$ cat config.mk
export PLATFORM = sky130hd
export DESIGN_NAME = trap_entry_seq
export DESIGN_NICKNAME = d
export VERILOG_FILES = /design/src/rtl/trap_entry_pkg.sv /design/src/rtl/entry_plan.sv /design/src/rtl/entry_addr.sv /design/src/rtl/trap_entry_seq.sv
export SDC_FILE = /design/constraint.sdc
export NUM_CORES = 1
export LEC_CHECK = 0
export BUFFER_PORTS_ARGS = -buffer_cell sky130_fd_sc_hd__clkbuf_2
export CORE_MARGIN = 5
export CORE_UTILIZATION = 45
export DETAILED_ROUTE_END_ITERATION = 8
export GPL_TIMING_DRIVEN = 0
export PLACE_DENSITY = 0.81
export SLEW_MARGIN = 20
export SYNTH_ARGS = -nofsm -noshare
export SYNTH_HDL_FRONTEND = slang
export SYNTH_SLANG_ARGS = --single-unit
$ cat constraint.sdc
create_clock -name clk -period 3.9 [get_ports clk]
set_input_delay 0.39 -clock clk [delete_from_list [all_inputs] [get_ports clk]]
set_output_delay 0.39 -clock clk [all_outputs]
set_load 0.01 [all_outputs]
$ cat src/rtl/trap_entry_pkg.sv
package trap_entry_pkg;
  typedef enum logic [1:0] {
    K_HALTMODE = 2'd0,
    K_SWTRAP   = 2'd1,
    K_FAULT    = 2'd2,
    K_HALTINS  = 2'd3
  } entry_kind_e;

  typedef enum logic [3:0] {
    ST_RESET,
    ST_IDLE,
    ST_SEL_RD,
    ST_SEL_WR,
    ST_SAVE_A,
    ST_SAVE_B,
    ST_LD_PC,
    ST_LD_PSW,
    ST_DONE
  } seq_state_e;
endpackage

$ cat src/rtl/entry_plan.sv
module entry_plan
  import trap_entry_pkg::*;
#(
  parameter int W = 16,
  parameter logic [W-1:0] HALT_VEC  = 16'o160002,
  parameter logic [W-1:0] HIGH_BASE = 16'o160000
) (
  input  logic [1:0]   kind,
  input  logic [W-1:0] vec,
  output logic         halt_path,
  output logic         sel_set,
  output logic [W-1:0] eff_vec
);
  entry_kind_e k;
  assign k = entry_kind_e'(kind);

  always_comb begin
    eff_vec   = vec;
    halt_path = 1'b0;
    sel_set   = 1'b0;
    case (k)
      K_HALTMODE: begin
        halt_path = 1'b1;
        sel_set   = 1'b1;
      end
      K_SWTRAP:  sel_set = (vec >= HIGH_BASE);
      K_FAULT:   sel_set = 1'b0;
      K_HALTINS: begin
        eff_vec = HALT_VEC;
        sel_set = (HALT_VEC >= HIGH_BASE);
      end
      default:   sel_set = 1'b0;
    endcase
  end
endmodule

$ cat src/rtl/entry_addr.sv
module entry_addr
  import trap_entry_pkg::*;
#(
  parameter int W = 16,
  parameter logic [W-1:0] SEL_ADDR  = 16'o177716,
  parameter logic [W-1:0] SAVE_ADDR = 16'o177674,
  parameter logic [W-1:0] HALT_BIT  = 16'o10
) (
  input  seq_state_e   st,
  input  logic         halt_q,
  input  logic         set_q,
  input  logic [W-1:0] sp_q,
  input  logic [W-1:0] pc_q,
  input  logic [W-1:0] psw_q,
  input  logic [W-1:0] vec_q,
  input  logic [W-1:0] sel_q,
  output logic         valid,
  output logic         we,
  output logic [W-1:0] addr,
  output logic [W-1:0] wdata
);
  localparam logic [W-1:0] TWO     = W'(2);
  localparam logic [W-1:0] FOUR    = W'(4);
  localparam logic [W-1:0] SAVE_HI = SAVE_ADDR + TWO;

  always_comb begin
    valid = 1'b1;
    we    = 1'b0;
    addr  = '0;
    wdata = '0;
    case (st)
      ST_SEL_RD: addr = SEL_ADDR;
      ST_SEL_WR: begin
        we    = 1'b1;
        addr  = SEL_ADDR;
        wdata = set_q ? (sel_q | HALT_BIT) : (sel_q & ~HALT_BIT);
      end
      ST_SAVE_A: begin
        we    = 1'b1;
        addr  = halt_q ? SAVE_ADDR : (sp_q - TWO);
        wdata = halt_q ? pc_q : psw_q;
      end
      ST_SAVE_B: begin
        we    = 1'b1;
        addr  = halt_q ? SAVE_HI : (sp_q - FOUR);
        wdata = halt_q ? psw_q : pc_q;
      end
      ST_LD_PC:  addr = vec_q;
      ST_LD_PSW: addr = vec_q + TWO;
      default:   valid = 1'b0;
    endcase
  end
endmodule

$ cat src/rtl/trap_entry_seq.sv
module trap_entry_seq
  import trap_entry_pkg::*;
#(
  parameter int W = 16,
  parameter logic [W-1:0] SEL_ADDR  = 16'o177716,
  parameter logic [W-1:0] SAVE_ADDR = 16'o177674,
  parameter logic [W-1:0] HALT_BIT  = 16'o10,
  parameter logic [W-1:0] BOOT_MASK = 16'o177400,
  parameter logic [W-1:0] HALT_VEC  = 16'o160002,
  parameter logic [W-1:0] HIGH_BASE = 16'o160000
) (
  input  logic         clk,
  input  logic         rst_n,
  input  logic         req_valid,
  output logic         req_ready,
  input  logic [1:0]   req_kind,
  input  logic [W-1:0] req_vector,
  input  logic [W-1:0] cur_pc,
  input  logic [W-1:0] cur_psw,
  input  logic [W-1:0] cur_sp,
  output logic         mem_req_valid,
  input  logic         mem_req_ready,
  output logic         mem_we,
  output logic [W-1:0] mem_addr,
  output logic [W-1:0] mem_wdata,
  input  logic [W-1:0] mem_rdata,
  output logic [W-1:0] new_pc,
  output logic [W-1:0] new_psw,
  output logic [W-1:0] new_sp,
  output logic         done,
  output logic         wait_clr
);
  localparam logic [W-1:0] FOUR = W'(4);

  seq_state_e   st;
  logic         boot_q, halt_q, set_q;
  logic [W-1:0] vec_q, pc_q, psw_q, sp_q, sel_q;
  logic         pl_halt, pl_set;
  logic [W-1:0] pl_vec;
  logic         hs;

  entry_plan #(.W(W), .HALT_VEC(HALT_VEC), .HIGH_BASE(HIGH_BASE)) u_plan (
    .kind(req_kind), .vec(req_vector),
    .halt_path(pl_halt), .sel_set(pl_set), .eff_vec(pl_vec)
  );

  entry_addr #(.W(W), .SEL_ADDR(SEL_ADDR), .SAVE_ADDR(SAVE_ADDR), .HALT_BIT(HALT_BIT)) u_addr (
    .st(st), .halt_q(halt_q), .set_q(set_q), .sp_q(sp_q), .pc_q(pc_q),
    .psw_q(psw_q), .vec_q(vec_q), .sel_q(sel_q),
    .valid(mem_req_valid), .we(mem_we), .addr(mem_addr), .wdata(mem_wdata)
  );

  assign hs = mem_req_valid && mem_req_ready;

  always_ff @(posedge clk or negedge rst_n) begin
    if (!rst_n) begin
      st     <= ST_RESET;
      boot_q <= 1'b1;
      halt_q <= 1'b0;
      set_q  <= 1'b1;
      vec_q  <= '0;
      pc_q   <= '0;
      psw_q  <= '0;
      sp_q   <= '0;
      sel_q  <= '0;
    end else begin
      case (st)
        ST_RESET: st <= ST_SEL_RD;
        ST_IDLE: if (req_valid) begin
          boot_q <= 1'b0;
          halt_q <= pl_halt;
          set_q  <= pl_set;
          vec_q  <= pl_vec;
          pc_q   <= cur_pc;
          psw_q  <= cur_psw;
          sp_q   <= cur_sp;
          st     <= ST_SEL_RD;
        end
        ST_SEL_RD: if (hs) begin
          sel_q <= mem_rdata;
          st    <= ST_SEL_WR;
        end
        ST_SEL_WR: if (hs) begin
          if (boot_q) begin
            pc_q <= sel_q & BOOT_MASK;
            st   <= ST_DONE;
          end else begin
            st <= ST_SAVE_A;
          end
        end
        ST_SAVE_A: if (hs) st <= ST_SAVE_B;
        ST_SAVE_B: if (hs) begin
          if (!halt_q) sp_q <= sp_q - FOUR;
          st <= ST_LD_PC;
        end
        ST_LD_PC: if (hs) begin
          pc_q <= mem_rdata;
          st   <= ST_LD_PSW;
        end
        ST_LD_PSW: if (hs) begin
          psw_q <= mem_rdata;
          st    <= ST_DONE;
        end
        ST_DONE: st <= ST_IDLE;
        default: st <= ST_IDLE;
      endcase
    end
  end

  assign req_ready = (st == ST_IDLE);
  assign done      = (st == ST_DONE);
  assign wait_clr  = done && halt_q && !boot_q;
  assign new_pc    = pc_q;
  assign new_psw   = psw_q;
  assign new_sp    = sp_q;


  hold_chk: assert property (@(posedge clk) disable iff (!rst_n)
    mem_req_valid && !mem_req_ready |=> mem_req_valid && $stable(mem_addr)
      && $stable(mem_we) && $stable(mem_wdata));


  align_chk: assert property (@(posedge clk) disable iff (!rst_n)
    mem_req_valid |-> !mem_addr[0]);


  first_sel_chk: assert property (@(posedge clk) disable iff (!rst_n)
    req_valid && req_ready |=> mem_req_valid && !mem_we && mem_addr == SEL_ADDR);


  busy_chk: assert property (@(posedge clk) disable iff (!rst_n)
    req_valid && req_ready |=> !req_ready);


  done_pulse_chk: assert property (@(posedge clk) disable iff (!rst_n)
    done |=> !done);


  wait_clr_chk: assert property (@(posedge clk) disable iff (!rst_n)
    wait_clr |-> done && !mem_req_valid);
endmodule

Yosys cells after proc, flatten, opt, wreduce, memory -nomap -nowiden
Cells that the tools add are included.
{"block": "classes", "add_sub_neg": 3, "order_cmp": 1, "n_eq_ne": 20, "mux": 32, "reduce_logical": 19}
{"operator": "$mux 16", "count": 13}
{"operator": "$pmux 16 s3", "count": 2}
{"operator": "$pmux 16 s5", "count": 1}
{"operator": "$pmux 16 s2", "count": 2}
{"operator": "$mux 4", "count": 9}
{"operator": "$pmux 4 s8", "count": 1}
{"operator": "$ne 2x2->1 const B", "count": 9}
{"operator": "$add 16x2->16 const B", "count": 1}
{"operator": "$eq 4x3->1 const B", "count": 4}
{"operator": "$ge 16x16->1 const B", "count": 1}
{"operator": "$sub 16x2->16 const B", "count": 1}
{"operator": "$sub 16x3->16 const B", "count": 1}
{"operator": "$eq 4x2->1 const B", "count": 2}
{"operator": "$reduce_and 7->1", "count": 1}
{"operator": "$reduce_or 6->1", "count": 1}
{"operator": "$reduce_and 5->1", "count": 1}
{"operator": "$eq 2x2->1 const B", "count": 2}
{"operator": "$eq 4x1->1 const B", "count": 1}
{"operator": "$eq 4x4->1 const B", "count": 1}
{"operator": "$logic_not 4->1", "count": 1}
{"operator": "$reduce_and 2->1", "count": 2}
{"operator": "$reduce_and 4->1", "count": 1}
{"operator": "$reduce_bool 2->1", "count": 2}
{"operator": "$reduce_or 2->1", "count": 2}
{"operator": "other kinds (9)", "count": 13}
{"block": "word_totals", "reg_bits": 87, "inputBits": 86, "output_inout_bits": 85, "elab_cells": 84}

Logic depth before layout (Yosys ltp)
Gate-level depths: netlist of the first run.
{"block": "logic_depth", "ltp_word": 6, "depth_mapped": 8, "ltp_nobuf": 7}

Cells and area by module
From an unflattened synthesis of the first run, not the netlist that was laid out.
{"block": "hier_totals", "hier_cells": 660, "hier_area_um2": 6043.3}
{"module": "trap_entry_seq", "instances": 1, "cells_per_inst": 364, "area_per_inst_um2": 4150.2}
{"module": "entry_addr", "instances": 1, "cells_per_inst": 272, "area_per_inst_um2": 1717.9}
{"module": "entry_plan", "instances": 1, "cells_per_inst": 24, "area_per_inst_um2": 175.2}

Worst setup path after synthesis of the first run
OpenSTA, ideal clock, no wires.
{"block": "synth_path", "path_kind": "register to output", "from": "register sp_q[3], in the netlist new_sp[3]", "to": "output port mem_addr[12]", "arrival_ns": 1.887, "required_ns": 3.510, "path_slack_ns": 1.623, "path_stages_with_launch": 8, "n_path_buf": 0, "path_cell_list": "dfrtp_1 -> inv_1 -> ha_1 -> nor3b_4 -> nand2_2 -> nor4b_4 -> xnor2_1 -> o221ai_1"}
{"block": "synth_between", "elab_chain_cells": 3, "elab_cells_between_ends": 5, "cone_classes": "add/sub: 2; mux: 3"}
{"item": "start: declaration", "line_no": "trap_entry_seq.sv:37", "text": "logic [W-1:0] vec_q, pc_q, psw_q, sp_q, sel_q;"}
{"item": "start signal: assignment", "line_no": "trap_entry_seq.sv:76", "text": "sp_q <= cur_sp;"}
{"item": "start signal: assignment", "line_no": "trap_entry_seq.sv:93", "text": "if (!halt_q) sp_q <= sp_q - FOUR;"}
{"item": "$sub 16x3->16 / $sub 16x2->16 (equally long branches)", "line_no": "entry_addr.sv:45, entry_addr.sv:40"}
{"item": "$mux 16 (on tied branches)", "line_no": "entry_addr.sv:45, entry_addr.sv:40"}
{"item": "$pmux 16 s5 *", "line_no": "entry_addr.sv:31", "text": "case (st)"}
{"item": "end: declaration", "line_no": "trap_entry_seq.sv:24", "text": "output logic [W-1:0] mem_addr,"}
Every way passes the cells marked *; elsewhere a longest branch is shown, timed or not.

Worst setup path after layout of the first run
{"block": "layout_path", "from": "register sp_q[2], in the netlist new_sp[2]", "to": "output port mem_addr[12]"}
Same word-level chain as after synthesis.

==> results.json, run 1 <==
{
  "status": "finished clean",
  "grt_overflow": 0,
  "max-clock-path-buffers": 2,
  "synth_edf_count": 0,
  "diodes": 0,
  "critical_path_class": "reg2out",
  "syn_area_per_cell_sq_um": 9.00,
  "antenna_found_initial": 0,
  "cts_resized": 0,
  "nFillCells": 1185,
  "fin_crit_ns": 3.11,
  "finalHoldViolCount": 0,
  "yosys.cell_types.count": 74,
  "path_max_fanout": 9,
  "first_pass_iters": 6,
  "postCtsHoldBufs": 0,
  "grt_start_max_net_pins": 87,
  "pwr-share-comb_pct": 55.2,
  "drtAntennaViolNets": 0,
  "hp-class": "in2async",
  "fmax_ghz": 0.322,
  "die_h_um": 123,
  "max_slew_margin_pct": 52.9,
  "tritoncts": "yes",
  "synth-seq-cells": 86,
  "vdd_drop_max_v": 0.000419,
  "dp_cells": 976,
  "drv.max_cap_violation_count": 0,
  "cts_buffers": 9,
  "skew_ns": 0.00964,
  "clk_root_buffer_cell": "clkbuf_16",
  "clkTransAtPathRegs_ns": 0.07,
  "synth_cells": 635,
  "final_max_slew_viol_count": 0,
  "synth_seq_area_share_pct": 37.7,
  "register_area_sq_um": 2150,
  "synthTopCellsByCount": "dfrtp_1, nand2_1, o21ai_0",
  "p_sw_uw": 2770,
  "place_ws_ns": 1.20,
  "tns_ns": 0,
  "synth_top_flop_cell": "dfrtp_1",
  "period_share_pct": 79.7,
  "tightest_slew_ns": 0.706,
  "grtUsageTotal_pct": 25.2,
  "ios": 171,
  "final_nets": 908,
  "vias": 5775,
  "rows": 41,
  "rsz0062_at_grt": "no",
  "port_buffers": 169,
  "critPathArrivalTime_ns": 2.72,
  "finalWorstSetupSlack_ns": 0.792,
  "intPower_uw": 3210,
  "clk_latency_ns": 0.35,
  "drtIter0Drc": 610,
  "routed_wl_um": 19100,
  "post-cts-setup-buffers": 0,
  "drive_gt1_share_pct": 31.3,
  "pwr-share-clk_pct": 16.0,
  "synth_area_leader_cell": "dfrtp_1",
  "endpoint_kind": "primary output",
  "whs_ns": 0.0837,
  "switching_share_pct": 46.3,
  "syn_to_final_growth_pct": 24.4,
  "p_per_area_nw_per_um2": 842,
  "seqPwrFrac_pct": 28.8,
  "grt_first_pass_wirelength_um": 29300,
  "via_per_inst": 5.82,
  "reg2regPathDepth": 7,
  "grt_pass1_vias": 5546,
  "start_util_pct": 45.7,
  "die_area_sq_um": 15100,
  "core_area_sq_um": 12500,
  "dpl.hpwl_um": 14100,
  "worst_ep_required_time_ns": 3.51,
  "gp_congestion": 0.961,
  "stdcell_count": 992,
  "yosysMostFrequentCell": "dfrtp_1",
  "clock-sinks": 86,
  "cts_max_level": 3,
  "die_x_um": 123,
  "async_reset_ff_share_pct": 100,
  "multi_input_area_sq_um": 3130,
  "yosysWarnings": 0,
  "wl_per_cell_um": 19.3,
  "final-setup-viol-count": 0,
  "synthTopCellsByArea": "dfrtp_1, o21ai_0, nand2_1, xnor2_1, mux2i_1",
  "synth_fp_nets": 728,
  "netlist_area_sq_um": 5720,
  "p_leak_uw": 0.00337,
  "start_kind": "register",
  "yosys.area.top_type_share_pct": 36.8,
  "drc": 0
}
cell type report:
cell class	count	area share, %
Sequential cell	86	30.3
Inverter	37	1.95
Multi-Input combinational cell	462	44.1
Buffer	50	4.08
Timing Repair Buffer	169	12.0
Tap cell	172	3.03
Clock inverter	5	1.14
Clock buffer	11	3.41
worst max-delay path: stages, from the launching register on:
cell and delay [ns]:
dfrtp_1 0.45, inv_1 0.15, ha_1 0.33, nor3b_4 0.46
nand2_2 0.19, nor4b_4 0.25, xnor2_1 0.14, o221ai_1 0.21
clkbuf_2 0.18
layer usage:
metal	GRT usage, %	up-vias	part of all wire, %
met5	0	-	0
met4	10.1	0	3.1
met3	5.94	40	7.4
met2	37.9	297	46
met1	35.0	2769	44
li1	-	2669	-
power by group through the flow:
stage | logic (uW) | clock network, uW | registers [uW]
3_3_place_gp | 3210 | 0 | 1700
5_1_grt | 3580 | 1010 | 1770
2_1_floorplan | 2040 | 0 | 1720
3_5_place_dp | 3250 | 0 | 1720
4_1_cts | 3260 | 972 | 1710
6_report | 3300 | 959 | 1720
worst paths after layout:
| kind | startpoint | endpoint | slack, ns |
|---|---|---|---|
| max in group asynchronous | rst_n | new_psw[15]$_DFFE_PN0P_ | 3.30 |
| min reg2reg | set_q$_DFFE_PN1P_ | set_q$_DFFE_PN1P_ | 0.50 |
| min in group clk | req_vector[2] | vec_q[2]$_DFFE_PN0P_ | 0.27 |
| max reg2reg | new_sp[2]$_DFFE_PN0P_ | new_sp[12]$_DFFE_PN0P_ | 1.65 |
| min | rst_n | new_sp[2]$_DFFE_PN0P_ | 0.08 |
| max | new_sp[2]$_DFFE_PN0P_ | mem_addr[12] | 0.79 |
cell families (layout without fill, tap and decap cells):
logic type / Yosys count / count (layout) / share of synthesized area [%]
and+or+nand+nor: 193 / 193 / 19.0
buffers and inverters: 87 / 272 / 7.51
xor gates and xnor gates: 33 / 33 / 5.06
muxes: 33 / 33 / 6.11
adders and majority gates: 7 / 7 / 1.53
DFF: 86 / 86 / 37.7
AOI/OAI and AO/OA: 196 / 196 / 23.1
state kept, by name, summed over array words and instances (netlist names):
| signal | flops |
|---|---|
| vec_q | 16 |
| st | 4 |
| new_pc | 16 |
| boot_q | 1 |
| set_q | 1 |
| halt_q | 1 |
| sel_q | 15 |
| new_psw | 16 |
| new_sp | 16 |
per-stage QoR:
step,power [uW],util (%),instance area [sq um]
global placement,4920,54.1,6780
finish,5980,56.8,7110
detailed placement,4970,54.2,6790
CTS,5950,56.8,7110
floorplan,3760,-,5720
global route,6370,56.8,7110
layout by cell type, fill, tap and decap left out, types with 12 or more instances in the layout:
cell	Yosys	final
clkbuf_1	15	16
nor3_1	12	12
a22oi_1	12	12
nor2_1	32	32
nand3_1	15	15
nand2_1	72	72
mux2i_1	18	18
clkbuf_2	0	168
a222oi_1	16	16
a21oi_1	33	33
dfrtp_1	84	84
xnor2_1	23	23
inv_1	37	37
o21ai_0	72	72
buf_2	22	22
Power figures use the tool's default switching activity.
==> run 2: changes to the inputs <==
Settings changed: PLACE_DENSITY 0.81 to 0.84.
Clock period 3.9 ns to 2.8 ns, I/O delays scaled along.
==> run 2 against run 1 <==
The run now ends with negative hold slack left. Final cell count increased by 0.91%. Flip-flop and latch count did not move. First-iteration DRC count shrank 0.98%. Via count rose by 0.24%. Die area unchanged. Count of clock-buffer cells in the layout fell by 1. Utilization grew 1.1 points. Sequential power rose by 41%.
==> results.json, run 2 (synthesis gave the netlist of run 1 again) <==
{
  "finalHoldViolCount": 23,
  "fin_crit_ns": 2.73,
  "max_slew_margin_pct": 52.7,
  "path_max_fanout": 5,
  "tightest_slew_ns": 0.709,
  "grtUsageTotal_pct": 25.0,
  "die_x_um": 123,
  "seqPwrFrac_pct": 28.3,
  "critical_path_class": "reg2out",
  "fmax_ghz": 0.366,
  "pwr-share-comb_pct": 54.7,
  "tritoncts": "yes",
  "syn_to_final_growth_pct": 26.8,
  "final-setup-viol-count": 0,
  "first_pass_iters": 8,
  "max-clock-path-buffers": 2,
  "p_per_area_nw_per_um2": 1180,
  "wl_met1_um": 8270,
  "antenna_found_initial": 0,
  "intPower_uw": 4640,
  "rsz0062_at_grt": "yes",
  "drtIter0Drc": 604,
  "die_h_um": 123,
  "grt_pass1_vias": 5518,
  "vdd_drop_max_v": 0.000586,
  "cp_slowest_cell": "dfrtp_2",
  "drv.max_cap_violation_count": 0,
  "gp_congestion": 0.967,
  "place_ws_ns": 0.133,
  "clk_latency_ns": 0.35,
  "grt_overflow": 0,
  "p_sw_uw": 3920,
  "drive_gt1_share_pct": 33.2,
  "via_per_inst": 5.78,
  "final_cell_mix": "clkbuf_2, dfrtp_1, nand2_1, o21ai_0, inv_1",
  "total_power_uw": 8560,
  "final_nets": 917,
  "critical_path.max_stage_delay_ns": 0.47,
  "placed_area_sq_um": 6790,
  "crit_top_cell": "buf_4",
  "cts_buffers": 9,
  "diodes": 0,
  "clock-sinks": 86,
  "grt_start_max_net_pins": 87,
  "die_area_sq_um": 15100,
  "rows": 41,
  "violations": "negative hold slack",
  "vias": 5789,
  "path_delay_family": "buffers and inverters",
  "whs_ns": -0.0198,
  "drc": 0,
  "start_kind": "register",
  "finalWorstSetupSlack_ns": 0.0684,
  "highest_layer": "met4",
  "pwr-share-clk_pct": 16.9,
  "switching_share_pct": 45.8,
  "worst_ep_required_time_ns": 2.52,
  "stdcell_area_sq_um": 7240,
  "endpoint_kind": "primary output",
  "core_area_sq_um": 12500,
  "wl_per_cell_um": 19.3,
  "clkTransAtPathRegs_ns": 0.07,
  "ios": 171,
  "period_share_pct": 97.6,
  "final_common_cell": "clkbuf_2",
  "status": "finished with violations",
  "final_max_slew_viol_count": 0,
  "cp_cell_sequence": "inv_2 > ha_4 > nor3b_4 > buf_4 > buf_4 > nand3_1 > xnor2_1 > o21ai_0 > o211ai_1 > clkbuf_2",
  "worst-path-buf-inv": 4,
  "dpl.hpwl_um": 14200,
  "skew_ns": 0.00845,
  "drtAntennaViolNets": 0,
  "port_buffers": 169,
  "hp-class": "in2async",
  "met2_length_um": 9110,
  "routed_wl_um": 19300,
  "critPathArrivalTime_ns": 2.45,
  "route.met3.wl_um": 1360,
  "start_util_pct": 45.7,
  "grt_first_pass_wirelength_um": 29400,
  "clk_root_buffer_cell": "clkbuf_16",
  "p_leak_uw": 0.00343,
  "cts_max_level": 3
}
[run 2: power groups by stage]
| stage | registers (uW) | clock network [uW] | logic [uW] |
|---|---|---|---|
| after floorplan | 2400 | 0 | 2840 |
| after global placement | 2370 | 0 | 4450 |
| after detailed placement | 2400 | 0 | 4520 |
| after CTS | 2390 | 1450 | 4560 |
| after global routing | 2480 | 1500 | 5060 |
| final | 2430 | 1450 | 4680 |
[run 2: final timing paths]
check / start / endpoint / slack (ns) / depth (start not counted)
max: new_sp[3]$_DFFE_PN0P_ / mem_addr[10] / 0.07 / 10
min: rst_n / new_sp[2]$_DFFE_PN0P_ / -0.02 / 1
max reg2reg: st[3]$_DFFE_PN0P_ / new_psw[15]$_DFFE_PN0P_ / 0.79 / 6
min reg2reg: set_q$_DFFE_PN1P_ / set_q$_DFFE_PN1P_ / 0.49 / 2
max in group asynchronous: rst_n / new_psw[14]$_DFFE_PN0P_ / 2.31 / 1
min in group clk: cur_sp[2] / new_sp[2]$_DFFE_PN0P_ / 0.15 / 3
[run 2: metal layers]
layer	up-vias	track usage (%)
met1	2773	34.3
li1	2690	-
met5	-	0
met4	0	10.1
met2	280	39.8
met3	46	3.59
[run 2: layout make-up]
class	instances	area (sq um)
Sequential cell	86	2160
Timing Repair Buffer	178	922
Tap cell	172	215
Inverter	37	139
Clock buffer	10	239
Buffer	50	292
Multi-Input combinational cell	462	3160
Clock inverter	6	118
Fill cell	1185	5270
[run 2: through the flow]
| stage | instances | setup TNS [ns] | utilization (%) |
|---|---|---|---|
| floorplan | 635 | 0 | - |
| global placement | 976 | 0 | 54.1 |
| detailed placement | 976 | 0 | 54.2 |
| CTS | 995 | -0.0289 | 57.3 |
| global route | 1001 | -0.0319 | 57.9 |
| finish | 1001 | 0 | 57.9 |
[run 2: repair_timing]
action | 4_1_cts | 5_1_grt
gates resized for setup | 1 | 12
endpoints found under the setup margin | 6 | 23
hold buffers | 0 | 0
hold endpoints to repair | 0 | 0
setup buffers | 3 | 6
pin swaps | 0 | 2
==> run 3: changes to the inputs <==
--- a/constraint.sdc
+++ b/constraint.sdc
@@ -3,2 +3,2 @@
 set_output_delay 0.28 -clock clk [all_outputs]
-set_load 0.01 [all_outputs]
+set_load 0.05 [all_outputs]
==> run 3 against run 2 <==
The flow still finishes with violations (negative hold slack). Worst hold slack got worse by 0.040 ns. First-iteration DRC count up 19%. Cell area decreased by 0.38%.
==> results.json, run 3 (synthesis gave the netlist of run 1 again) <==
{
  "status": "finished with violations",
  "routed_wl_um": 19200,
  "max_slew_margin_pct": 51.8,
  "critical_path_class": "reg2out",
  "final-setup-viol-count": 0,
  "reg2regPathDepth": 6,
  "wl_per_cell_um": 19.3,
  "start_util_pct": 45.7,
  "endpoint": "mem_addr[7]",
  "die_x_um": 123,
  "via_per_inst": 5.78,
  "port_buffers": 169,
  "drive_gt1_share_pct": 34.1,
  "start_kind": "register",
  "clk_latency_ns": 0.35,
  "diodes": 0,
  "vias": 5774,
  "clk_root_buffer_cell": "clkbuf_16",
  "grt_first_pass_wirelength_um": 29500,
  "rsz0062_at_grt": "yes",
  "drc": 0,
  "grtUsageTotal_pct": 25.3,
  "drv.max_cap_violation_count": 0,
  "critPathArrivalTime_ns": 2.43,
  "endpoint_kind": "primary output",
  "path_max_fanout": 9,
  "p_per_area_nw_per_um2": 1430,
  "grt_start_max_net_pins": 87,
  "placed_area_sq_um": 6800,
  "whs_ns": -0.0594,
  "finalWorstSetupSlack_ns": 0.0878,
  "cts_buffers": 9,
  "die_area_sq_um": 15100,
  "place_ws_ns": 0.131,
  "die_h_um": 123,
  "gp_congestion": 0.977,
  "clkTransAtPathRegs_ns": 0.07,
  "max-clock-path-buffers": 2,
  "drtIter0Drc": 718,
  "cts_max_level": 3,
  "rows": 41,
  "total_power_uw": 10300,
  "p_leak_uw": 0.00340,
  "syn_to_final_growth_pct": 26.3,
  "finalHoldViolCount": 23,
  "final_common_cell": "clkbuf_2",
  "fin_crit_ns": 2.71,
  "hp-class": "in2async",
  "final_cell_mix": "clkbuf_2, dfrtp_1, nand2_1, o21ai_0, inv_1",
  "stdcell_area_sq_um": 7220,
  "skew_ns": 0.00856,
  "r2r_start": "st[3]$_DFFE_PN0P_",
  "period_share_pct": 96.9,
  "first_pass_iters": 9,
  "worst_ep_required_time_ns": 2.52,
  "antenna_found_initial": 0,
  "tightest_slew_ns": 0.724,
  "grt_overflow": 0,
  "grt_pass1_vias": 5571,
  "r2r_setup_slack_ns": 0.71,
  "final_max_slew_viol_count": 0,
  "fmax_ghz": 0.369,
  "postCtsHoldBufs": 0,
  "vdd_drop_max_v": 0.000977,
  "drtAntennaViolNets": 0,
  "core_area_sq_um": 12500,
  "ios": 171,
  "dpl.hpwl_um": 14400,
  "tritoncts": "yes",
  "clock-sinks": 86,
  "cp-startpoint": "new_sp[4]$_DFFE_PN0P_",
  "final_nets": 915,
  "violations": "negative hold slack",
  "r2r-end": "new_psw[13]$_DFFE_PN0P_"
}
[run 3: how the worst min path moves through the flow]
stage	from	to	slack [ns]	depth (start not counted)
CTS	rst_n	vec_q[11]$_DFFE_PN0P_	0.009	1
detailed placement	rst_n	vec_q[11]$_DFFE_PN0P_	0.38	1
global placement	new_pc[14]$_DFFE_PN0P_	new_pc[14]$_DFFE_PN0P_	0.49	2
global route	rst_n	vec_q[11]$_DFFE_PN0P_	0.05	1
floorplan	rst_n	halt_q$_DFFE_PN0P_	-0.02	0
finish	rst_n	vec_q[11]$_DFFE_PN0P_	-0.06	1
[run 3: timing repair]
item | 4_1_cts | 5_1_grt
pin swaps | 0 | 3
setup buffers | 4 | 3
resized for setup | 8 | 34
setup endpoints to repair | 21 | 25
[run 3: worst max-delay path: stages, from the launching register on]
cell	delay (ns)
dfrtp_1	0.38
buf_6	0.16
nor3_4	0.41
nand2_1	0.19
a221o_1	0.37
o21ai_1	0.14
o221ai_1	0.20
buf_4	0.23
[run 3: per-layer routing]
layer  wire, um  part of all wire, %  vias up  track usage [%]
li1           -                    -     2675                -
met1       8190                   43     2803             34.7
met2       9260                   48      255             39.7
met3       1250                  6.5       41             3.59
met4        539                  2.8        0             11.3
met5          0                    0        -                0
[run 3: power by group]
group          internal (uW)  leakage (uW)  switching (uW)
logic                   1990       0.00222            4760
clock network            605      0.000137             534
registers               1820       0.00105             589
total                   4410       0.00340            5890
[run 3: per-stage QoR]
| step | TNS, ns | hold slack (ns) | util, % | std cells |
|---|---|---|---|---|
| after floorplan | 0 | -0.0156 | - | 635 |
| after global placement | 0 | 0.485 | 54.3 | 976 |
| after detailed placement | 0 | 0.381 | 54.3 | 976 |
| after CTS | 0 | 0.00887 | 57.0 | 996 |
| after global routing | -0.0810 | 0.0482 | 57.7 | 999 |
| final | 0 | -0.0594 | 57.7 | 999 |
[run 3: layout make-up]
type                    instances  area, sq um
plain buffers                  50          300
clock buffers                   9          225
clock inverters                 7         47.5
fillers                      1175         5300
inverters                      37          139
multi-input cells             462         3210
flip-flops and latches         86         2160
well taps                     172          215
repair buffers                176          925
